[src/rtl/mac_pkg.sv]
package mac_pkg;

  typedef enum logic [3:0] {
    OP_NONE = 4'd0,
    OP_MOVP = 4'd1,
    OP_ADDP = 4'd2,
    OP_SUBP = 4'd3,
    OP_ANDP = 4'd4,
    OP_ORP  = 4'd5,
    OP_XORP = 4'd6,
    OP_ADDH = 4'd7,
    OP_ASR  = 4'd8,
    OP_LSR  = 4'd9,
    OP_ASL  = 4'd10,
    OP_LSL  = 4'd11,
    OP_NOT  = 4'd12,
    OP_ADDA = 4'd13
  } alu_op_e;

  localparam logic [3:0] OP_LAST = 4'd13;

  typedef struct packed {
    logic n;
    logic z;
    logic v;
  } flags_t;

endpackage

[src/rtl/mac_alu.sv]
module mac_alu
  import mac_pkg::*;
#(
  parameter int DW    = 16,
  parameter int GUARD = 4
) (
  input  logic [3:0]              op,
  input  logic [2*DW+GUARD-1:0]   acc,
  input  logic [2*DW+GUARD-1:0]   other,
  input  logic [2*DW-1:0]         prod,
  input  logic [DW-1:0]           din,
  output logic [2*DW+GUARD-1:0]   res,
  output flags_t                  flg
);
  localparam int PW = 2 * DW;
  localparam int AW = PW + GUARD;

  logic [AW-1:0] p_ext;
  logic [AW-1:0] h_ext;
  logic [AW-1:0] addend;
  logic [AW:0]   sum_ext;
  logic [AW:0]   dif_ext;
  alu_op_e       opc;

  assign opc   = alu_op_e'(op);
  assign p_ext = {{GUARD{prod[PW-1]}}, prod};
  assign h_ext = {{GUARD{din[DW-1]}}, din, {DW{1'b0}}};

  always_comb begin
    case (opc)
      OP_ADDH: addend = h_ext;
      OP_ADDA: addend = other;
      default: addend = p_ext;
    endcase
  end

  assign sum_ext = {acc[AW-1], acc} + {addend[AW-1], addend};
  assign dif_ext = {acc[AW-1], acc} - {addend[AW-1], addend};

  always_comb begin
    res   = acc;
    flg.v = 1'b0;
    case (opc)
      OP_MOVP: res = p_ext;
      OP_ADDP, OP_ADDH, OP_ADDA: begin
        res   = sum_ext[AW-1:0];
        flg.v = sum_ext[AW] ^ sum_ext[AW-1];
      end
      OP_SUBP: begin
        res   = dif_ext[AW-1:0];
        flg.v = dif_ext[AW] ^ dif_ext[AW-1];
      end
      OP_ANDP: res = acc & p_ext;
      OP_ORP:  res = acc | p_ext;
      OP_XORP: res = acc ^ p_ext;
      OP_ASR:  res = {acc[AW-1], acc[AW-1:1]};
      OP_LSR:  res = {1'b0, acc[AW-1:1]};
      OP_ASL: begin
        res   = {acc[AW-2:0], 1'b0};
        flg.v = acc[AW-1] ^ acc[AW-2];
      end
      OP_LSL:  res = {acc[AW-2:0], 1'b0};
      OP_NOT:  res = ~acc;
      default: res = acc;
    endcase
    flg.n = res[AW-1];
    flg.z = (res == '0);
  end
endmodule

[src/rtl/mac_mult.sv]
module mac_mult #(
  parameter int DW = 16
) (
  input  logic [DW-1:0]   a,
  input  logic [DW-1:0]   b,
  output logic [2*DW-1:0] prod
);
  logic signed [2*DW-1:0] sprod;

  assign sprod = $signed(a) * $signed(b);
  assign prod  = sprod;
endmodule

[src/rtl/mac_opreg.sv]
module mac_opreg #(
  parameter int DW = 16
) (
  input  logic          clk,
  input  logic          rst_n,
  input  logic          fire,
  input  logic          ld_x,
  input  logic          ld_y,
  input  logic          mode_wr,
  input  logic          mode_val,
  input  logic [DW-1:0] din,
  output logic [DW-1:0] x_q,
  output logic [DW-1:0] y_q,
  output logic          mode_q
);
  logic x_we;

  assign x_we = ld_x | (ld_y & mode_q);

  always_ff @(posedge clk) begin
    if (!rst_n) begin
      x_q    <= '0;
      y_q    <= '0;
      mode_q <= 1'b0;
    end else if (fire) begin
      if (ld_y)    y_q    <= din;
      if (x_we)    x_q    <= din;
      if (mode_wr) mode_q <= mode_val;
    end
  end
endmodule

[src/rtl/mac_sq_dp.sv]
module mac_sq_dp
  import mac_pkg::*;
#(
  parameter int DW    = 16,
  parameter int GUARD = 4
) (
  input  logic                  clk,
  input  logic                  rst_n,
  input  logic                  cmd_valid,
  output logic                  cmd_ready,
  input  logic                  cmd_ld_x,
  input  logic                  cmd_ld_y,
  input  logic                  cmd_mul,
  input  logic [3:0]            cmd_alu,
  input  logic                  cmd_acc,
  input  logic                  cmd_mode_wr,
  input  logic                  cmd_mode_val,
  input  logic [DW-1:0]         din,
  output logic [DW-1:0]         x_q,
  output logic [DW-1:0]         y_q,
  output logic [2*DW-1:0]       p_q,
  output logic [2*DW+GUARD-1:0] acc0_q,
  output logic [2*DW+GUARD-1:0] acc1_q,
  output logic                  flg_n,
  output logic                  flg_z,
  output logic                  flg_v
);
  localparam int PW   = 2 * DW;
  localparam int AW   = PW + GUARD;
  localparam int NACC = 2;

  logic          fire;
  logic          mode_q;
  logic [PW-1:0] prod;
  logic [AW-1:0] acc [NACC];
  logic [AW-1:0] alu_res;
  flags_t        alu_flg;
  flags_t        flg_q;
  logic          alu_we;

  assign cmd_ready = 1'b1;
  assign fire      = cmd_valid & cmd_ready;
  assign alu_we    = fire && (cmd_alu != 4'(OP_NONE)) && (cmd_alu <= OP_LAST);

  mac_opreg #(.DW(DW)) u_opreg (
    .clk      (clk),
    .rst_n    (rst_n),
    .fire     (fire),
    .ld_x     (cmd_ld_x),
    .ld_y     (cmd_ld_y),
    .mode_wr  (cmd_mode_wr),
    .mode_val (cmd_mode_val),
    .din      (din),
    .x_q      (x_q),
    .y_q      (y_q),
    .mode_q   (mode_q)
  );

  mac_mult #(.DW(DW)) u_mult (
    .a    (x_q),
    .b    (y_q),
    .prod (prod)
  );

  mac_alu #(.DW(DW), .GUARD(GUARD)) u_alu (
    .op    (cmd_alu),
    .acc   (acc[cmd_acc]),
    .other (acc[~cmd_acc]),
    .prod  (p_q),
    .din   (din),
    .res   (alu_res),
    .flg   (alu_flg)
  );

  always_ff @(posedge clk) begin
    if (!rst_n) begin
      p_q <= '0;
    end else if (fire && cmd_mul) begin
      p_q <= prod;
    end
  end

  for (genvar g = 0; g < NACC; g++) begin : g_acc
    always_ff @(posedge clk) begin
      if (!rst_n) begin
        acc[g] <= '0;
      end else if (alu_we && (cmd_acc == 1'(g))) begin
        acc[g] <= alu_res;
      end
    end
  end

  always_ff @(posedge clk) begin
    if (!rst_n) begin
      flg_q <= '0;
    end else if (alu_we) begin
      flg_q <= alu_flg;
    end
  end

  assign acc0_q = acc[0];
  assign acc1_q = acc[1];
  assign flg_n  = flg_q.n;
  assign flg_z  = flg_q.z;
  assign flg_v  = flg_q.v;
endmodule

[config.mk]
export PLATFORM = sky130hd
export DESIGN_NAME = mac_sq_dp
export DESIGN_NICKNAME = d
export VERILOG_FILES = /design/src/rtl/mac_pkg.sv /design/src/rtl/mac_alu.sv /design/src/rtl/mac_mult.sv /design/src/rtl/mac_opreg.sv /design/src/rtl/mac_sq_dp.sv
export SDC_FILE = /design/constraint.sdc
export NUM_CORES = 1
export LEC_CHECK = 0
export BUFFER_PORTS_ARGS = -buffer_cell sky130_fd_sc_hd__buf_4
export CAP_MARGIN = 0
export CORE_MARGIN = 2
export CORE_UTILIZATION = 28
export DETAILED_ROUTE_END_ITERATION = 10
export PLACE_DENSITY = 0.45
export SLEW_MARGIN = 0
export SYNTH_ARGS = -nofsm -noshare
export SYNTH_HDL_FRONTEND = slang
export SYNTH_SLANG_ARGS = --single-unit
[constraint.sdc]
create_clock -name clk -period 7.35 [get_ports clk]
set_input_delay 0.735 -clock clk [delete_from_list [all_inputs] [get_ports clk]]
set_output_delay 0.735 -clock clk [all_outputs]
set_load 0.005 [all_outputs]
==> flow_summary.json, run 1 <==
{
  "core_area_mm2": 0.08702,
  "rr_endpoint": "p_q[30]",
  "arrival_ns": 7.21,
  "fmax_mhz": 146.7,
  "r2r_cells": 24,
  "grt_pass1_wl_mm": 148.6,
  "clock_skew_ns": 0.02528,
  "rsz0062_at_grt": "false",
  "cp_max_fo": 13,
  "irDropWorstVdd_v": 0.0002053,
  "synthAdderAreaFrac_pct": 32.87,
  "synth_top_family_by_area": "adder cells",
  "netlist_area_mm2": 0.02468,
  "crit_top_cell": "fa_1",
  "drt_pass1_iterations": 6,
  "p_leak_nw": 12.91,
  "die_w_um": 300.9,
  "worst_path_max_delay_cell": "dfxtp_1",
  "root_buffer": "clkbuf_16",
  "r2r_setup_slack_ns": 0.53,
  "drt_iter0_drc": 1907,
  "drt-total-wl_mm": 99.14,
  "crit_path_start_kind": "register",
  "synth_nets": 3512,
  "gp_congestion": 0.9526,
  "grt_pass1_vias": 22190,
  "synth_largest_area_cell": "fa_1",
  "synthDominantCellAreaShare_pct": 21.41,
  "synthTopCellsByArea": "fa_1, ha_1, edfxtp_1",
  "power_frac_seq_pct": 27.5,
  "finalSetupViolCount": 0,
  "report.final.hold_viol_count": 0,
  "drt-vias-per-instance": 5.160,
  "rows": 108,
  "post-route-drc-count": 0,
  "dieArea_mm2": 0.09053,
  "final_layout_size_suffix_gt1_share_pct": 11.67,
  "cts.path.max_buffers": 2,
  "die_h_um": 300.9,
  "drv_cap": 0,
  "outcome": "finished clean",
  "synth_cells": 2993,
  "relSlewSlack_pct": 23.54,
  "grt_max_degree": 69,
  "seq_area_frac_synth_pct": 14.28,
  "nNetsFinal": 3634,
  "swShare_pct": 43.04,
  "io_pins": 169,
  "synth_simple_gate_area_share_pct": 18.51,
  "post_cts_buffers": 0,
  "postRouteAntennaNets": 0,
  "internal_power_mw": 1.987,
  "clk_pin_slew_worst_paths_ns": 0.08,
  "numPortBuffers": 167,
  "final.setup.tns_ns": 0,
  "whs_path_depth": 3,
  "clock_latency_ns": 0.52,
  "cts_hold_buf": 0,
  "holdWs_ns": 0.5053,
  "worstMarginPinSlew_ns": 1.135,
  "synthTopCellsByCount": "inv_1, nand2_1, fa_1",
  "met3_usage_pct": 2.973,
  "syn_to_final_growth_pct": 14.12,
  "use_met1_pct": 29.89,
  "yosysMostFrequentCell": "inv_1",
  "dr_total_vias": 22110,
  "comb_power_share_pct": 45.0,
  "final_core_utilization_pct": 32.37,
  "r2r_start": "u_opreg.x_q[6]",
  "use_met2_pct": 35.94,
  "path_class": "reg -> reg",
  "top_usage_layer": "met2",
  "post_cts_resized": 0,
  "placed_area_mm2": 0.02756,
  "finalMaxSlewViolations": 0,
  "max_stage_delay_ns": 0.71,
  "total_power_mw": 3.489,
  "p_clk_share_pct": 27.5,
  "synth_edf_count": 72,
  "start_util_pct": 28.36,
  "hold_class": "in -> reg",
  "holdPathEnd": "u_opreg.mode_q",
  "path_buf_inv": 5,
  "async_reset_ff_share_pct": 0,
  "yosys-mux-area-fraction_pct": 4.203,
  "dp_hpwl_mm": 79.44,
  "cp-end-kind": "register",
  "ys_ff_latch": 140,
  "synthFlopType": "edfxtp_1",
  "wl_per_cell_um": 23.14,
  "overflow": 0,
  "numClockSinks": 140,
  "grt_usage_pct": 21.96,
  "synth_area_per_cell_um2": 8.246,
  "period_share_pct": 92.75,
  "cts_tree": "built",
  "cts_buffers": 17,
  "layout_min_cycle_time_ns": 6.817,
  "synth_xor_xnor_area_share_pct": 2.094,
  "switching_power_mw": 1.502,
  "cp_top_family": "adder cells",
  "htreeDepth": 4,
  "p_per_area_mw_per_mm2": 123.9,
  "cp.required_ns": 7.74,
  "ys_types": 96,
  "postLayoutCellArea_mm2": 0.02817,
  "crit_path_cell_trace": "buf_4 > and2_1 > fa_1 > fa_1 > ha_1 > inv_1 > fa_1 > inv_1 > fa_1 > inv_1 > fa_1 > inv_1 > ha_1 > nor4_1 > o21ai_0 > a311oi_1 > o21a_1 > o31a_1 > nor4_1 > o41ai_1 > o21ai_0 > xnor2_1 > o21ai_0 > and2_1",
  "synth_compound_area_share_pct": 18.51,
  "hp-start": "cmd_mode_val",
  "antenna_found_initial": 3,
  "yosys_warnings": 0
}
through the flow:
step           cells  setup slack [ns]
6_report        4285            0.5326
5_1_grt         4284           0.07072
4_1_cts         4283            0.4778
3_5_place_dp    4251            0.5492
3_3_place_gp    4251            0.5557
2_1_floorplan   2993             1.071
power by group through the flow:
| stage | Combinational (mW) | Clock, mW | Sequential, mW |
|---|---|---|---|
| after CTS | 1.56 | 0.983 | 0.960 |
| after global routing | 1.71 | 1.01 | 0.966 |
| after floorplan | 0.969 | 0 | 0.934 |
| after global placement | 1.56 | 0 | 0.977 |
| final | 1.57 | 0.958 | 0.960 |
| after detailed placement | 1.54 | 0 | 0.977 |
sequential cells by signal, summed over array words and instances (netlist names):
| register | count |
|---|---|
| u_opreg.y_q | 16 |
| flg_v | 1 |
| flg_n | 1 |
| p_q | 32 |
| acc | 72 |
| u_opreg.x_q | 16 |
| u_opreg.mode_q | 1 |
| flg_z | 1 |
per-layer routing:
metal  vias up  routed length, um
met5         -                 13
met3       103               5157
met1     10970              44690
li1      10360                  -
met2       674              46570
met4         2               2707
cell type report:
cell class | count | area [um2]
fillers | 9342 | 58860
repair buffers | 274 | 2069
inverters | 435 | 1633
diodes | 2 | 5.005
well taps | 1155 | 1445
clock inverters | 15 | 172.7
multi-input cells | 2247 | 18890
flip-flops and latches | 140 | 3523
clock buffers | 17 | 425.4
tightest hold or removal path: cells and delay by family:
kind / cells / cell delay, ns
compound gates: 1 / 0.06
buf+inv: 1 / 0.11
simple gates: 1 / 0.05
worst max-delay path by stage:
| stage | start | endpoint | slack, ns | cells after the start |
|---|---|---|---|---|
| after CTS | u_opreg.y_q[2] | p_q[30] | 0.48 | 23 |
| after detailed placement | u_opreg.y_q[1] | p_q[31] | 0.55 | 23 |
| after global routing | u_opreg.x_q[6] | p_q[30] | 0.07 | 24 |
| after floorplan | u_opreg.y_q[7] | p_q[31] | 1.07 | 25 |
| final | u_opreg.x_q[6] | p_q[30] | 0.53 | 24 |
| after global placement | u_opreg.y_q[1] | p_q[31] | 0.56 | 23 |
kinds of logic (layout without fill, tap and decap cells):
group,after synthesis,count (layout)
AOI/OAI and AO/OA,669,669
xor gates and xnor gates,59,59
adders and majority gates,490,490
buffers and inverters,606,741
DFF,140,140
muxes,98,98
other,1,3
and+or+nand+nor,930,930
placed cells by master (no fill, tap or decap), types with 10 or more instances in the layout:
master / n
clkbuf_16: 17
a2111oi_0: 13
o221ai_1: 16
nor4_1: 16
o22ai_1: 34
a21boi_0: 24
a21o_1: 27
a21oi_1: 131
a211oi_1: 18
xnor2_1: 40
o211ai_1: 20
nand3_1: 35
fa_1: 264
nand2_1: 293
nand2b_1: 24
nor2b_1: 44
a31oi_1: 23
o21ai_0: 150
a22oi_1: 16
dfxtp_1: 68
and2_1: 158
mux2i_1: 75
a221o_1: 12
mux2_2: 17
and3_1: 13
nor2_1: 223
o32ai_1: 12
a221oi_1: 20
buf_4: 273
inv_1: 430
or2_2: 10
o21a_1: 21
xor2_1: 19
o21bai_1: 22
o31ai_1: 12
nor3_1: 37
nand4_1: 11
edfxtp_1: 72
ha_1: 226
(Power assumes the default switching activity.)
==> inputs of run 2 (changes only) <==
--- a/config.mk
+++ b/config.mk
@@ -7,10 +7,12 @@
 export LEC_CHECK = 0
 export BUFFER_PORTS_ARGS = -buffer_cell sky130_fd_sc_hd__buf_4
 export CAP_MARGIN = 0
+export CELL_PAD_IN_SITES_DETAIL_PLACEMENT = 1
+export CELL_PAD_IN_SITES_GLOBAL_PLACEMENT = 1
 export CORE_MARGIN = 2
 export CORE_UTILIZATION = 28
 export DETAILED_ROUTE_END_ITERATION = 10
-export PLACE_DENSITY = 0.45
+export PLACE_DENSITY = 0.55
 export SLEW_MARGIN = 0
 export SYNTH_ARGS = -nofsm -noshare
 export SYNTH_HDL_FRONTEND = slang
==> run 2 against run 1 <==
  * Non-clock buffer count is 24 higher
  * Count of clock-buffer cells in the layout did not move
  * Clock skew fell by 0.0028 ns
  * Worst setup slack got worse by 0.17 ns
  * Cell count grew 0.51%
  * Combinational power increased by 4%
  * Global-route usage increased by 1.9 points
  * Sequential share of layout area hardly changed
  * Critical path type unchanged
  * Critical endpoint is now p_q[31]
  * Largest power group unchanged
==> flow_summary.json, run 2 (synthesized netlist as in run 1, its figures left out) <==
{
  "grt_pass1_wl_mm": 161.6,
  "n_antenna_cell": 0,
  "drt_pass1_iterations": 6,
  "p_per_area_mw_per_mm2": 124.2,
  "largest_registers": "acc x72, p_q x32",
  "cp_max_fo": 18,
  "cp-end-kind": "register",
  "io_pins": 169,
  "dp_hpwl_mm": 86.33,
  "rows": 108,
  "cts_buffers": 17,
  "largest-register": "acc",
  "drt_iter0_drc": 1580,
  "grt_max_degree": 75,
  "crit_path_cell_trace": "nand2_1 > fa_1 > inv_1 > fa_1 > fa_1 > fa_1 > fa_1 > inv_1 > fa_1 > inv_1 > ha_1 > a21o_1 > a22o_1 > o21ai_0 > a21oi_1 > a21o_1 > a31oi_1 > o21a_1 > o211ai_1 > a31oi_1 > o21ai_0 > or3_1 > nand3_1",
  "final.setup.tns_ns": 0,
  "report.final.hold_viol_count": 0,
  "cp_top_family": "adder cells",
  "finalMaxSlewViolations": 0,
  "clock_latency_ns": 0.54,
  "worst_path_max_delay_cell": "dfxtp_1",
  "grt_usage_pct": 23.88,
  "finalSetupViolCount": 0,
  "irDropWorstVdd_v": 0.0002151,
  "total_power_mw": 3.516,
  "clk_pin_slew_worst_paths_ns": 0.08,
  "final_common_cell": "inv_1",
  "die_h_um": 300.9,
  "final_cell_mix": "inv_1, buf_4, nand2_1",
  "layout_min_cycle_time_ns": 6.990,
  "nNetsFinal": 3658,
  "core_area_mm2": 0.08702,
  "numPortBuffers": 167,
  "period_share_pct": 95.10,
  "postRouteAntennaNets": 0,
  "swShare_pct": 44.42,
  "nFillCells": 10480,
  "rsz0062_at_grt": "false",
  "crit_path_start_kind": "register",
  "p_leak_nw": 13.02,
  "outcome": "finished clean",
  "post-route-drc-count": 0,
  "hold_class": "reg -> reg",
  "cp.required_ns": 7.82,
  "comb_power_share_pct": 46.4,
  "drt-vias-per-instance": 5.333,
  "final_layout_size_suffix_gt1_share_pct": 12.66,
  "cts.path.max_buffers": 2,
  "htreeDepth": 4,
  "grt_pass1_vias": 24510,
  "dr_total_vias": 22970,
  "start_util_pct": 28.36,
  "overflow": 0,
  "max_stage_delay_ns": 0.87,
  "numClockSinks": 140,
  "die_w_um": 300.9,
  "drv_cap": 0,
  "antenna_found_initial": 5,
  "crit_top_cell": "fa_1",
  "path_class": "reg -> reg",
  "syn_to_final_growth_pct": 14.72,
  "dieArea_mm2": 0.09053,
  "clock_skew_ns": 0.02249,
  "largest_reg_flops": 72,
  "gp_congestion": 0.9205,
  "path_buf_inv": 3,
  "arrival_ns": 7.46,
  "p_clk_share_pct": 26.3,
  "cts_tree": "built",
  "root_buffer": "clkbuf_16",
  "holdWs_ns": 0.4743,
  "drt-total-wl_mm": 107.1,
  "switching_power_mw": 1.562,
  "wl_per_cell_um": 24.86,
  "fmax_mhz": 143.1,
  "worstMarginPinSlew_ns": 1.250,
  "power_frac_seq_pct": 27.3,
  "internal_power_mw": 1.954,
  "relSlewSlack_pct": 14.52
}
==> run 2: worst paths after layout <==
path	start	to	slack [ns]	cells past startpoint
worst max-delay path	u_opreg.y_q[11]	p_q[31]	0.36	23
worst min-delay path	u_opreg.mode_q	u_opreg.mode_q	0.47	2
worst max register to register	u_opreg.y_q[11]	p_q[31]	0.36	23
worst min register to register	u_opreg.mode_q	u_opreg.mode_q	0.47	2
==> run 2: power groups by stage <==
| stage | clock network, mW | registers [mW] | logic [mW] |
|---|---|---|---|
| 2_1_floorplan | 0 | 0.934 | 0.969 |
| 3_3_place_gp | 0 | 0.972 | 1.59 |
| 3_5_place_dp | 0 | 0.975 | 1.61 |
| 4_1_cts | 0.959 | 0.958 | 1.63 |
| 5_1_grt | 0.982 | 0.966 | 1.78 |
| 6_report | 0.924 | 0.959 | 1.63 |
==> run 2: worst reg2reg max path, stage by stage, from the launching register on <==
cell	delay (ns)
dfxtp_1	0.87
nand2_1	0.20
fa_1	0.55
inv_1	0.06
fa_1	0.57
fa_1	0.45
fa_1	0.48
fa_1	0.55
inv_1	0.07
fa_1	0.49
inv_1	0.05
ha_1	0.35
a21o_1	0.20
a22o_1	0.19
o21ai_0	0.17
a21oi_1	0.10
a21o_1	0.16
a31oi_1	0.25
o21a_1	0.22
o211ai_1	0.09
a31oi_1	0.25
o21ai_0	0.15
or3_1	0.38
nand3_1	0.09
==> run 2: cell type report <==
type	instances	area (um2)	area share [%]
Clock inverter	15	151.4	0.5347
Sequential cell	140	3533	12.48
Clock buffer	17	425.4	1.503
Inverter	435	1633	5.767
Timing Repair Buffer	298	2237	7.902
Tap cell	1155	1445	5.104
Multi-Input combinational cell	2247	18890	66.71
==> run 2: metrics by stage <==
stage	worst slack [ns]	util [%]	std cells	cell area, um2
2_1_floorplan	1.071	-	2993	24680
3_3_place_gp	0.4179	31.86	4275	27730
3_5_place_dp	0.4456	31.86	4275	27730
4_1_cts	0.3831	32.52	4307	28300
5_1_grt	0.01047	32.53	4307	28310
6_report	0.3600	32.53	4307	28310
==> run 2: metal layers <==
metal	vias up	wire length (um)	GRT usage [%]
li1	10400	-	-
met2	620	50440	39.29
met3	134	4489	3.124
met5	-	13	0
met1	11820	49270	32.46
met4	2	2870	7.368
==> run 2: timing repair <==
action	in CTS	in global routing
buffers inserted	0	0
hold endpoints to repair	0	0
resized for setup	0	8
hold buffers	0	0
setup endpoints to repair	0	2
==> inputs of run 3 (changes only) <==
--- a/config.mk
+++ b/config.mk
@@ -10,9 +10,9 @@
 export CELL_PAD_IN_SITES_DETAIL_PLACEMENT = 1
 export CELL_PAD_IN_SITES_GLOBAL_PLACEMENT = 1
 export CORE_MARGIN = 2
-export CORE_UTILIZATION = 28
+export CORE_UTILIZATION = 48
 export DETAILED_ROUTE_END_ITERATION = 10
-export PLACE_DENSITY = 0.55
+export PLACE_DENSITY = 0.85
 export SLEW_MARGIN = 0
 export SYNTH_ARGS = -nofsm -noshare
 export SYNTH_HDL_FRONTEND = slang
==> run 3 against run 2 <==
  * Cell count fell by 12%
  * Global-route usage rose by 15 points
  * Final area fell by 3.4%
  * Critical endpoint unchanged
  * Highest routed layer unchanged
  * Largest cell class unchanged
  * Critical path type unchanged
  * Hold slack improved by 0.028 ns
==> flow_summary.json, run 3 (synthesized netlist as in run 1, its figures left out) <==
{
  "largest-register": "acc",
  "nFillCells": 6149,
  "arrival_ns": 7.52,
  "final_common_cell": "inv_1",
  "post-route-drc-count": 0,
  "antenna_found_initial": 2,
  "layout_min_cycle_time_ns": 7.081,
  "clk_pin_slew_worst_paths_ns": 0.08,
  "cp-end-kind": "register",
  "dieArea_mm2": 0.05325,
  "r2r_start": "u_opreg.y_q[1]",
  "outcome": "finished clean",
  "drt-total-wl_mm": 102.2,
  "clock_skew_ns": 0.02790,
  "cp.required_ns": 7.79,
  "final.setup.tns_ns": 0,
  "overflow": 0,
  "r2r_cells": 23,
  "finalSetupViolCount": 0,
  "postLayoutCellArea_mm2": 0.02736,
  "drt_pass1_iterations": 5,
  "drv_cap": 0,
  "post-place-ws_ns": 0.3065,
  "grt_pass1_vias": 25820,
  "period_share_pct": 96.35,
  "post_cts_buffers": 0,
  "finalMaxSlewViolations": 0,
  "cts_buffers": 17,
  "die_h_um": 230.8,
  "postRouteAntennaNets": 0,
  "dr_total_vias": 23940,
  "final_cell_mix": "inv_1, nand2_1, fa_1",
  "crit_path_start_kind": "register",
  "grt_usage_pct": 38.85,
  "numPortBuffers": 167,
  "drt_iter0_drc": 2139,
  "startpoint": "u_opreg.y_q[1]",
  "post_cts_resized": 0,
  "clock_latency_ns": 0.52,
  "hold_class": "reg -> reg",
  "r2r_setup_slack_ns": 0.27,
  "final_layout_size_suffix_gt1_share_pct": 11.54,
  "numClockSinks": 140,
  "fmax_mhz": 141.2,
  "path_class": "reg -> reg",
  "placed_area_mm2": 0.02676,
  "dp_hpwl_mm": 81.14,
  "final_core_utilization_pct": 53.55,
  "grt_pass1_wl_mm": 156.7,
  "largest_registers": "acc x72, p_q x32",
  "cp_max_fo": 11,
  "fin_ws_ns": 0.2685,
  "cp-endpoint": "p_q[31]",
  "largest_reg_flops": 72,
  "relSlewSlack_pct": 24.26,
  "worstMarginPinSlew_ns": 1.132,
  "rsz0062_at_grt": "false",
  "core_area_mm2": 0.05109,
  "htreeDepth": 4,
  "start_util_pct": 48.30,
  "rr_endpoint": "p_q[31]",
  "p_per_area_mw_per_mm2": 126.5,
  "report.final.hold_viol_count": 0,
  "root_buffer": "clkbuf_16",
  "irDropWorstVdd_v": 0.0001939,
  "gp_congestion": 0.9832,
  "die_w_um": 230.8,
  "nNetsFinal": 3609,
  "total_power_mw": 3.462,
  "rows": 83,
  "grt_max_degree": 74,
  "cts.path.max_buffers": 2,
  "io_pins": 169,
  "cts_tree": "built",
  "syn_to_final_growth_pct": 10.87,
  "drt-vias-per-instance": 6.325,
  "cts_hold_buf": 0,
  "p_leak_nw": 12.78,
  "wl_per_cell_um": 27.01
}
[run 3: metal layers]
metal | wire [um] | track usage (%) | vias up
li1 | - | - | 10310
met1 | 39660 | 46.60 | 12230
met2 | 49430 | 65.92 | 1065
met3 | 7250 | 7.498 | 340
met4 | 5892 | 20.71 | 2
met5 | 9 | 0 | -
[run 3: worst min path at each step]
stage                               from        endpoint  slack, ns  cells past startpoint
after floorplan           u_opreg.mode_q  u_opreg.mode_q       0.44                      2
final                     u_opreg.mode_q  u_opreg.mode_q       0.50                      2
after detailed placement  u_opreg.mode_q  u_opreg.mode_q       0.49                      2
after CTS                   cmd_mode_val  u_opreg.mode_q       0.50                      3
after global placement    u_opreg.mode_q  u_opreg.mode_q       0.45                      2
after global routing        cmd_mode_val  u_opreg.mode_q       0.54                      3
[run 3: cell type report]
cell class | instances | area, um2 | share of cell area, %
tap | 680 | 850.8 | 3.109
multi-input combinational | 2247 | 18880 | 69.00
inverter | 435 | 1633 | 5.967
sequential | 140 | 3543 | 12.95
antenna | 2 | 5.005 | 0.01829
clock inverter | 13 | 116.4 | 0.4253
timing repair buffer | 249 | 1869 | 6.832
clock buffer | 19 | 464.2 | 1.696
[run 3: stage by stage]
step                std cells  hold WS [ns]
global route             3783        0.5442
detailed placement       3751        0.4898
finish                   3785        0.5026
CTS                      3783        0.4954
global placement         3751        0.4532
floorplan                2993        0.4441
[run 3: report_power, final]
| group | switching [mW] | internal [mW] |
|---|---|---|
| sequential | 0.0986 | 0.874 |
| clock | 0.441 | 0.473 |
| combinational | 1.00 | 0.572 |
[run 3: critical path, cell delays in order, from the launching register on]
cell and delay, ns:
dfxtp_1 0.68, nand2_1 0.20, inv_1 0.16, fa_1 0.56, fa_1 0.58, fa_1 0.46
fa_1 0.52, fa_1 0.51, inv_1 0.08, fa_1 0.53, inv_1 0.06, ha_1 0.35
and2_1 0.18, a22o_1 0.21, o21ai_0 0.15, a21oi_1 0.09, a21o_1 0.16, a31oi_1 0.29
o21a_1 0.22, o211ai_1 0.09, a31oi_1 0.27, o21ai_0 0.17, or3_1 0.40, nand3_1 0.10
